==> src/rtl/fes_pkg.sv <==
`timescale 1ns/1ps
package fes_pkg;

    typedef enum logic [2:0] {
        RA_CTRL   = 3'd0,
        RA_SEL    = 3'd1,
        RA_LOCK   = 3'd2,
        RA_ERASED = 3'd3,
        RA_INDET  = 3'd4
    } reg_addr_e;

    // Write-data bit positions inside the control register
    localparam int WB_MODE = 0;
    localparam int WB_HVEN = 1;

    // Packed so that mode lands on bit 0 and ilock on bit 5
    typedef struct packed {
        logic ilock;
        logic shadow;
        logic pass;
        logic done;
        logic hven;
        logic mode;
    } ctl_stat_t;

    localparam int CTL_W = $bits(ctl_stat_t);

    // Decoded control-register write intent
    typedef struct packed {
        logic enter;
        logic leave;
        logic start;
        logic drop;
    } ctl_cmd_t;

endpackage

==> src/rtl/fes_timer.sv <==
`timescale 1ns/1ps
module fes_timer #(
    parameter int ECYC = 64
) (
    input  logic clk,
    input  logic rst,
    input  logic load,
    input  logic en,
    output logic zero
);
    localparam int CW = (ECYC > 2) ? $clog2(ECYC) : 1;
    localparam logic [CW-1:0] TOP = CW'(ECYC - 1);

    logic [CW-1:0] cnt_q;

    always_ff @(posedge clk) begin
        if (rst)
            cnt_q <= '0;
        else if (load)
            cnt_q <= TOP;
        else if (en && cnt_q != '0)
            cnt_q <= cnt_q - 1'b1;
    end

    assign zero = (cnt_q == '0);
endmodule

==> src/rtl/fes_blkmap.sv <==
`timescale 1ns/1ps
module fes_blkmap #(
    parameter int NB = 8
) (
    input  logic          clk,
    input  logic          rst,
    input  logic          commit,
    input  logic          abort,
    input  logic [NB-1:0] mask,
    output logic [NB-1:0] erased,
    output logic [NB-1:0] indet
);
    for (genvar b = 0; b < NB; b++) begin : g_blk
        logic er_q, in_q;
        always_ff @(posedge clk) begin
            if (rst) begin
                er_q <= 1'b0;
                in_q <= 1'b0;
            end else if (mask[b]) begin
                if (commit) begin
                    er_q <= 1'b1;
                    in_q <= 1'b0;
                end else if (abort) begin
                    er_q <= 1'b0;
                    in_q <= 1'b1;
                end
            end
        end
        assign erased[b] = er_q;
        assign indet[b]  = in_q;
    end
endmodule

==> src/rtl/fes_seq.sv <==
`timescale 1ns/1ps
module fes_seq
    import fes_pkg::*;
(
    input  logic      clk,
    input  logic      rst,
    input  logic      ctl_wr,
    input  logic      wd_mode,
    input  logic      wd_hv,
    input  logic      arr_wr,
    input  logic      shadow_en,
    input  logic      susp,
    input  logic      eff_empty,
    input  logic      tmr_zero,
    output ctl_stat_t st,
    output logic      tmr_load,
    output logic      tmr_en,
    output logic      commit,
    output logic      abort
);
    logic mode_q, hv_q, busy_q, pass_q, shad_q, ilk_q;
    ctl_cmd_t cmd;
    logic release_hv, finish, take_ilk;

    always_comb begin
        cmd.enter  = ctl_wr && !mode_q && wd_mode;
        cmd.leave  = ctl_wr && mode_q && !hv_q && !wd_mode;
        cmd.start  = ctl_wr && mode_q && !hv_q && ilk_q && wd_mode && wd_hv;
        cmd.drop   = ctl_wr && hv_q && !wd_hv;
        abort      = cmd.drop && busy_q && !susp;
        release_hv = cmd.drop && !busy_q;
        finish     = busy_q && !susp && tmr_zero && !abort;
        take_ilk   = arr_wr && mode_q && !ilk_q;
    end

    assign tmr_load = cmd.start && !eff_empty;
    assign tmr_en   = busy_q && !susp;
    assign commit   = finish;

    always_ff @(posedge clk) begin
        if (rst) begin
            mode_q <= 1'b0;
            hv_q   <= 1'b0;
            busy_q <= 1'b0;
            pass_q <= 1'b0;
            shad_q <= 1'b0;
            ilk_q  <= 1'b0;
        end else begin
            if (take_ilk) begin
                ilk_q  <= 1'b1;
                shad_q <= shadow_en;
            end
            if (cmd.enter) begin
                mode_q <= 1'b1;
                ilk_q  <= 1'b0;
            end
            if (cmd.leave) begin
                mode_q <= 1'b0;
                ilk_q  <= 1'b0;
            end
            if (cmd.start) begin
                hv_q   <= 1'b1;
                busy_q <= !eff_empty;
                pass_q <= eff_empty;
            end
            if (abort) begin
                hv_q   <= 1'b0;
                busy_q <= 1'b0;
                pass_q <= 1'b0;
                ilk_q  <= 1'b0;
            end
            if (release_hv) begin
                hv_q  <= 1'b0;
                ilk_q <= 1'b0;
            end
            if (finish) begin
                busy_q <= 1'b0;
                pass_q <= 1'b1;
            end
        end
    end

    always_comb begin
        st.mode   = mode_q;
        st.hven   = hv_q;
        st.done   = !busy_q;
        st.pass   = pass_q;
        st.shadow = shad_q;
        st.ilock  = ilk_q;
    end
endmodule

==> src/rtl/fes_ctrl.sv <==
`timescale 1ns/1ps
module fes_ctrl
    import fes_pkg::*;
#(
    parameter int NUM_BLK   = 8,
    parameter int ERASE_CYC = 64
) (
    input  logic               clk,
    input  logic               rst,
    input  logic               reg_wr,
    input  logic [2:0]         reg_addr,
    input  logic [NUM_BLK-1:0] reg_wdata,
    output logic [NUM_BLK-1:0] reg_rdata,
    input  logic               arr_wr,
    input  logic               shadow_en,
    input  logic               susp_in,
    output logic               done_o,
    output logic               pass_o
);
    ctl_stat_t          st;
    logic [NUM_BLK-1:0] sel_q, lock_q, eff, erased, indet;
    logic               tmr_load, tmr_en, tmr_zero, commit, abort;
    logic               wr_ctl, wr_sel, wr_lock;

    assign wr_ctl  = reg_wr && reg_addr_e'(reg_addr) == RA_CTRL;
    assign wr_sel  = reg_wr && reg_addr_e'(reg_addr) == RA_SEL  && !st.hven;
    assign wr_lock = reg_wr && reg_addr_e'(reg_addr) == RA_LOCK && !st.hven;

    always_ff @(posedge clk) begin
        if (rst) begin
            sel_q  <= '0;
            lock_q <= '0;
        end else begin
            if (wr_sel)  sel_q  <= reg_wdata;
            if (wr_lock) lock_q <= reg_wdata;
        end
    end

    assign eff = sel_q & ~lock_q;

    fes_seq u_seq (
        .clk       (clk),
        .rst       (rst),
        .ctl_wr    (wr_ctl),
        .wd_mode   (reg_wdata[WB_MODE]),
        .wd_hv     (reg_wdata[WB_HVEN]),
        .arr_wr    (arr_wr),
        .shadow_en (shadow_en),
        .susp      (susp_in),
        .eff_empty (eff == '0),
        .tmr_zero  (tmr_zero),
        .st        (st),
        .tmr_load  (tmr_load),
        .tmr_en    (tmr_en),
        .commit    (commit),
        .abort     (abort)
    );

    fes_timer #(.ECYC(ERASE_CYC)) u_tmr (
        .clk  (clk),
        .rst  (rst),
        .load (tmr_load),
        .en   (tmr_en),
        .zero (tmr_zero)
    );

    fes_blkmap #(.NB(NUM_BLK)) u_map (
        .clk    (clk),
        .rst    (rst),
        .commit (commit),
        .abort  (abort),
        .mask   (eff),
        .erased (erased),
        .indet  (indet)
    );

    always_comb begin
        case (reg_addr_e'(reg_addr))
            RA_CTRL:   reg_rdata = NUM_BLK'(st);
            RA_SEL:    reg_rdata = sel_q;
            RA_LOCK:   reg_rdata = lock_q;
            RA_ERASED: reg_rdata = erased;
            RA_INDET:  reg_rdata = indet;
            default:   reg_rdata = '0;
        endcase
    end

    assign done_o = st.done;
    assign pass_o = st.pass;
endmodule

==> config.mk <==
export PLATFORM = sky130hd
export DESIGN_NAME = fes_ctrl
export DESIGN_NICKNAME = d
export VERILOG_FILES = /design/src/rtl/fes_pkg.sv /design/src/rtl/fes_timer.sv /design/src/rtl/fes_blkmap.sv /design/src/rtl/fes_seq.sv /design/src/rtl/fes_ctrl.sv
export SDC_FILE = /design/constraint.sdc
export NUM_CORES = 1
export LEC_CHECK = 0
export BUFFER_PORTS_ARGS = -buffer_cell sky130_fd_sc_hd__buf_2
export CELL_PAD_IN_SITES_DETAIL_PLACEMENT = 0
export CELL_PAD_IN_SITES_GLOBAL_PLACEMENT = 2
export CORE_MARGIN = 10
export CORE_UTILIZATION = 35
export DETAILED_ROUTE_END_ITERATION = 8
export PLACE_DENSITY_LB_ADDON = 0.05
export SLEW_MARGIN = 10
export SYNTH_ARGS = -nofsm -noshare
export SYNTH_HDL_FRONTEND = slang
export SYNTH_SLANG_ARGS = --single-unit
==> constraint.sdc <==
create_clock -name clk -period 3.1 [get_ports clk]
set_clock_uncertainty 0.2 [all_clocks]
set_input_delay 0.775 -clock clk [delete_from_list [all_inputs] [get_ports clk]]
set_output_delay 0.775 -clock clk [all_outputs]
set_load 0.01 [all_outputs]
Yosys cells after proc, flatten, opt, wreduce, memory -nomap -nowiden
Cells that the tools add are included.
Storage, ports and cells
  register bits: 44
  latch bits: 0
  memory bits (writable): 0
  bits in read-only memories: 0
  bits of input ports: 17
  output and inout port bits: 10
  word-level logic and storage cells: 95
  memories: 0
Cells by class
  add/subtract/negate cells: 1
  $mul: 0
  div/mod/pow operators: 0
  magnitude comparators: 0
  equal/unequal tests: 4
  shift operators: 0
  mux-type cells: 10
  bitwise logic cells: 2
  reductions and logical operators: 53
Operators by type and width (count)
  one-hot mux 8 bit (5 select lines): 1
  logical AND 1 bit: 25
  AND reduction 2 bit: 8
  two-way mux 6 bit: 2
  zero test 1 bit: 9
  AND 8 bit: 1
  zero test 8 bit: 1
  inverter 8 bit: 1
  two-way mux 1 bit: 7
  equality test 3 x 2 -> 1 bit, second input constant: 2
  zero test 6 bit: 1
  nonzero test 6 bit: 1
  OR reduction 3 bit: 2
  subtractor 6 x 1 -> 6 bit, second input constant: 1
  OR reduction 5 bit: 1
  nonzero test 2 bit: 2
  equality test 3 x 1 -> 1 bit, second input constant: 1
  equality test 3 bit, second input constant: 1
  zero test 3 bit: 1
  nonzero test 3 bit: 1
  OR reduction 2 bit: 1

Longest topological paths before layout
  word-level depth: 10
  depth in mapped cells: 7
  gate-level depth less buffers: 6

By module
From an unflattened synthesis, not the netlist that was laid out.
Second synthesis, totals
  cells, all modules: 285
  area, all modules: 2590.0 sq um
Modules (own cells, without submodules)
  fes_ctrl: times used 1, cells each 123, area an instance 1083.5 sq um, sequential area each 320.3 sq um
  fes_blkmap: times used 1, cells each 77, area an instance 740.7 sq um, sequential area each 320.3 sq um
  fes_timer: times used 1, cells each 43, area an instance 400.4 sq um, sequential area each 120.1 sq um
  fes_seq: times used 1, cells each 42, area an instance 365.4 sq um, sequential area each 120.1 sq um

Worst setup path after synthesis
Ideal clock, no wire load.
  kind: in2out
  start: input port reg_addr[1]
  end: output port reg_rdata[4]
  arrival: 1.998 ns
  data required time: 2.125 ns
  path slack: 0.127 ns
  stages on the path: 6
  cell sequence: clkbuf_1 -> buf_1 -> mux2i_1 -> nor2_1 -> a21oi_1 -> o22ai_1
Between the ends
  word-level cells in the longest chain between the ends: 2
  elaborated cells on any way between the ends: 6
  classes of those cells: 4 x eq/ne; 1 x mux; 1 x reduce/logical
Ends and longest elaborated chain
  from (decl): RTL line fes_ctrl.sv:11  | input logic [2:0] reg_addr,
  equality test 3 bit, or another cell as far along: RTL line fes_ctrl.sv:78  | case (reg_addr_e'(reg_addr))
  one-hot mux 8 bit (5 select lines) (*): RTL line fes_ctrl.sv:78
  to (decl): RTL line fes_ctrl.sv:13  | output logic [NUM_BLK-1:0] reg_rdata,
Mark *: on every way between the ends. The rest lies on a longest branch, timed or not.

Worst setup path in the final report
  start: input port reg_addr[1]
  end: output port reg_rdata[5]
The elaborated chain is that of the path after synthesis.

==> reports/results.txt <==
STA classifies the critical path startpoint as an input pin. The number of diodes added for antenna fixing was 0; the maximum fanout along the worst path was 14. The tools report the gate count of the mapped netlist as 262. The cell depth of the worst min-delay path is 2.

Summing every instance area after synthesis gives 2260 sq um. The slowest stage of the critical path belongs to the cell buf_2. Data on the critical path is required at its endpoint by 2120 ps. Max-cap violations in this run came to 0.

The run gives 311 as the number of nets in the final layout. Compared with the post-synthesis result, the final layout area differs by 15.7%. For the first-pass GRT wire length, the log shows 10.2 mm.

The total overflow left after global routing is 0. Of the available clock period, the critical path in the final layout requires 92.5%. Registers take 881 sq um. The tools report the final hold violation count as 0. The run finished with clean final reports.

The share of cells above drive strength 1 works out to 18.4%. TritonCTS built the clock tree. Summing over every cut layer, the via total after detailed routing is 1,920. Walking the worst path, the cells encountered are buf_2 > buf_4 > mux2i_1 > nor2_1 > a21oi_1 > o22ai_1 > buf_2. In this run the tool buffered the top-level ports with 26 buffer cells. The die covers 10,100 sq um.

For the final routed database, the setup TNS stands at 0 ps. The clock tree buffer depth is 2. The number of filler instances in the final layout came out at 681. In this run, post-CTS repair resized a total of 0 instances. In this run the core area contains 29 standard-cell rows. The most area-hungry cell type in the Yosys netlist was dfxtp_1. Power per cell area: 430 nW/um^2. The tools report the number of global-route vias before repair as 1,902.

Summed over its instances, the top area cell type makes up 38.9% of the synthesized netlist area. The worst setup path is captured at a primary output. The type of the worst min-delay path was flip-flop to flip-flop.

The via-per-instance ratio is 5.19, and the critical path depth is 7. The clock transition at the registers of the reported paths was 100 ps; the remaining design rule violation count was 0. Once detail routing completed, the nets flagged for antenna violations numbered 0. In the layout the commonest cells are dfxtp_1 (44), mux2i_1 (26), buf_2 (26). Leakage power: 1.03 nW. Synthesis inferred 44 register bits. The net count after synthesis was 281.

The Yosys step of the flow raised 0 warnings. The DRC marker count from the first detailed-route iteration is 132. The root buffer cell chosen for the clock tree is clkbuf_8. Routability-driven placement finished with a final weighted congestion of 0.785. The initial core utilization was 35.9%; the final hold slack was 258 ps.

For this run, the detailed router's first-pass iteration total came to 4. The area of the core was 6310 sq um; the H-tree level count was 2. The logs give 0 for the final count of pins violating max slew and 1270 sq um for the area occupied by multi-input gates. The cell count of the worst reg-to-reg path came out at 6. The average instance in the mapped netlist occupies 8.64 sq um. Entering global routing, the biggest net connects 33 pins. The run gives 0 as the initial antenna violation count. The library cell used most frequently in the layout, excluding fill and tap cells, is dfxtp_1. Setup violations remaining at the end of the flow were counted as 0. The tools report the proportion of synthesized chip area in sequential cells as 38.9%. The clock net sink count was 44. The die extent in x was 100 um; the worst path arrival time was 1890 ps. The clock latency on the worst-skew pair is 310 ps, and the buffer and inverter count on the worst path is 3.

The routed length per placed instance was 17.3 um; the vertical die dimension was 100 um. The cell class contributing the biggest share of worst-path delay is buffers and inverters. For this block, the routed nets add up to 6.39 mm of wire. Post-CTS timing repair inserted 0 buffers for setup. Setup repair after global routing left no endpoint under its margin.

Measured against its own limit, the worst slew margin works out to 60.3%. In the post-synthesis netlist, the biggest area contributors are dfxtp_1 (39%), mux2i_1 (11%), a21oi_1 (5.5%). The synthesized netlist contains 44 unique library cells. Maximum clock rate: 349 MHz. For the final core area utilization, the log shows 41.5%. Power after layout: 1.13 mW.

The final period demand of the worst path is 2870 ps, and the I/O pin count is 27. Transition time at the pin with the least slew margin: 594 ps. IR analysis of the VDD net gives a maximum drop of 0.000236 V.

TritonCTS created 5 clock buffers. The worst setup path category is input pin to primary output. The largest single stage delay on the critical path is 280 ps.

In the global route stage, overall resource usage came out at 12.7%. The post-detailed-placement half-perimeter wirelength was 4.76 mm. Quantity of hold-fixing buffers added after cts: 0. The library cell appearing most often on the critical path is buf_2.
==> cells in the mapped netlist <==
cell,n
dfxtp_1,44
nor2b_1,4
buf_6,2
o21ai_0,7
clkbuf_1,10
a22oi_1,2
o21a_1,1
a21o_1,1
xor2_1,2
xnor2_1,1
clkinv_1,1
a221oi_1,1
o22ai_1,7
nand3_1,13
buf_2,1
nand2b_1,12
nor4b_1,1
ha_1,2
a2111oi_0,1
nand2_1,24
a31o_1,4
nor3_2,1
nand3b_1,3
o21ai_1,3
or4_4,1
mux2i_1,26
mux2_2,3
a21oi_1,25
o32ai_1,1
or4b_4,1
nor3b_1,2
nor3_1,4
o2111ai_1,3
nor4b_4,1
mux4_2,1
a31oi_1,2
or3_1,9
inv_1,10
buf_1,1
o221a_1,1
nand4_1,2
nor2_1,19
a2bb2oi_2,1
a2bb2oi_1,1
==> state kept, by name (all words and copies together) (netlist names) <==
register,count
u_map.g_blk.in_q,8
u_seq.ilk_q,1
u_seq.shad_q,1
u_seq.hv_q,1
lock_q,8
u_seq.busy_q,1
u_seq.mode_q,1
u_seq.pass_q,1
u_map.g_blk.er_q,8
sel_q,8
u_tmr.cnt_q,6
==> final cells by class <==
type                    instances  area share, %
multi-input cells             193           48.6
flip-flops and latches         44           33.6
repair buffers                 37           8.12
well taps                      77           3.68
clock buffers                   5           2.63
clock inverters                 3           1.77
inverters                      11           1.58
==> power by group <==
part	internal (mW)	switching, mW	total (mW)
clock network	0.243	0.222	0.465
registers	0.570	0.00531	0.575
logic	0.0328	0.0529	0.0857
==> worst register-to-register path, cell delays in order, from the launching register on <==
cell and delay [ps]:
dfxtp_1 340, inv_1 80, ha_1 160, nor2b_1 220, a2bb2oi_2 160, or4_4 540, mux2i_1 130
==> final timing paths <==
check	startpoint	end	slack (ps)
min reg2reg	u_map.g_blk[4].in_q	u_map.g_blk[4].in_q	260
min	u_map.g_blk[4].in_q	u_map.g_blk[4].in_q	260
max reg2reg	u_tmr.cnt_q[0]	u_map.g_blk[0].in_q	1150
max	reg_addr[1]	reg_rdata[5]	230
==> routing by layer <==
layer	share of wire (%)	GRT usage, %	vias up
met1	54	18.8	885
met2	41	17.7	28
li1	-	-	1002
met4	0.77	3.59	0
met3	3.9	2.95	5
met5	0	0	-
==> cells by family (layout without fill, tap and decap cells) <==
logic type                 count (synthesis)  count (layout)  share of synthesized area [%]
muxes                                     30              30                           14.0
adders and majority gates                  2               2                           1.11
AOI/OAI and AO/OA                         61              61                           17.0
buffers and inverters                     25              56                           4.86
DFF                                       44              44                           38.9
and+or+nand+nor                           97              97                           23.0
xor gates and xnor gates                   3               3                           1.16
==> per-stage QoR <==
stage / std cells / setup WS [ps] / area, sq um
after global placement: 362 / 263 / 2500
after global routing: 370 / 71.1 / 2620
final: 370 / 231 / 2620
after detailed placement: 362 / 229 / 2500
after CTS: 370 / 230 / 2620
after floorplan: 262 / 127 / 2260
No activity file was read; power rests on OpenSTA's default activity.
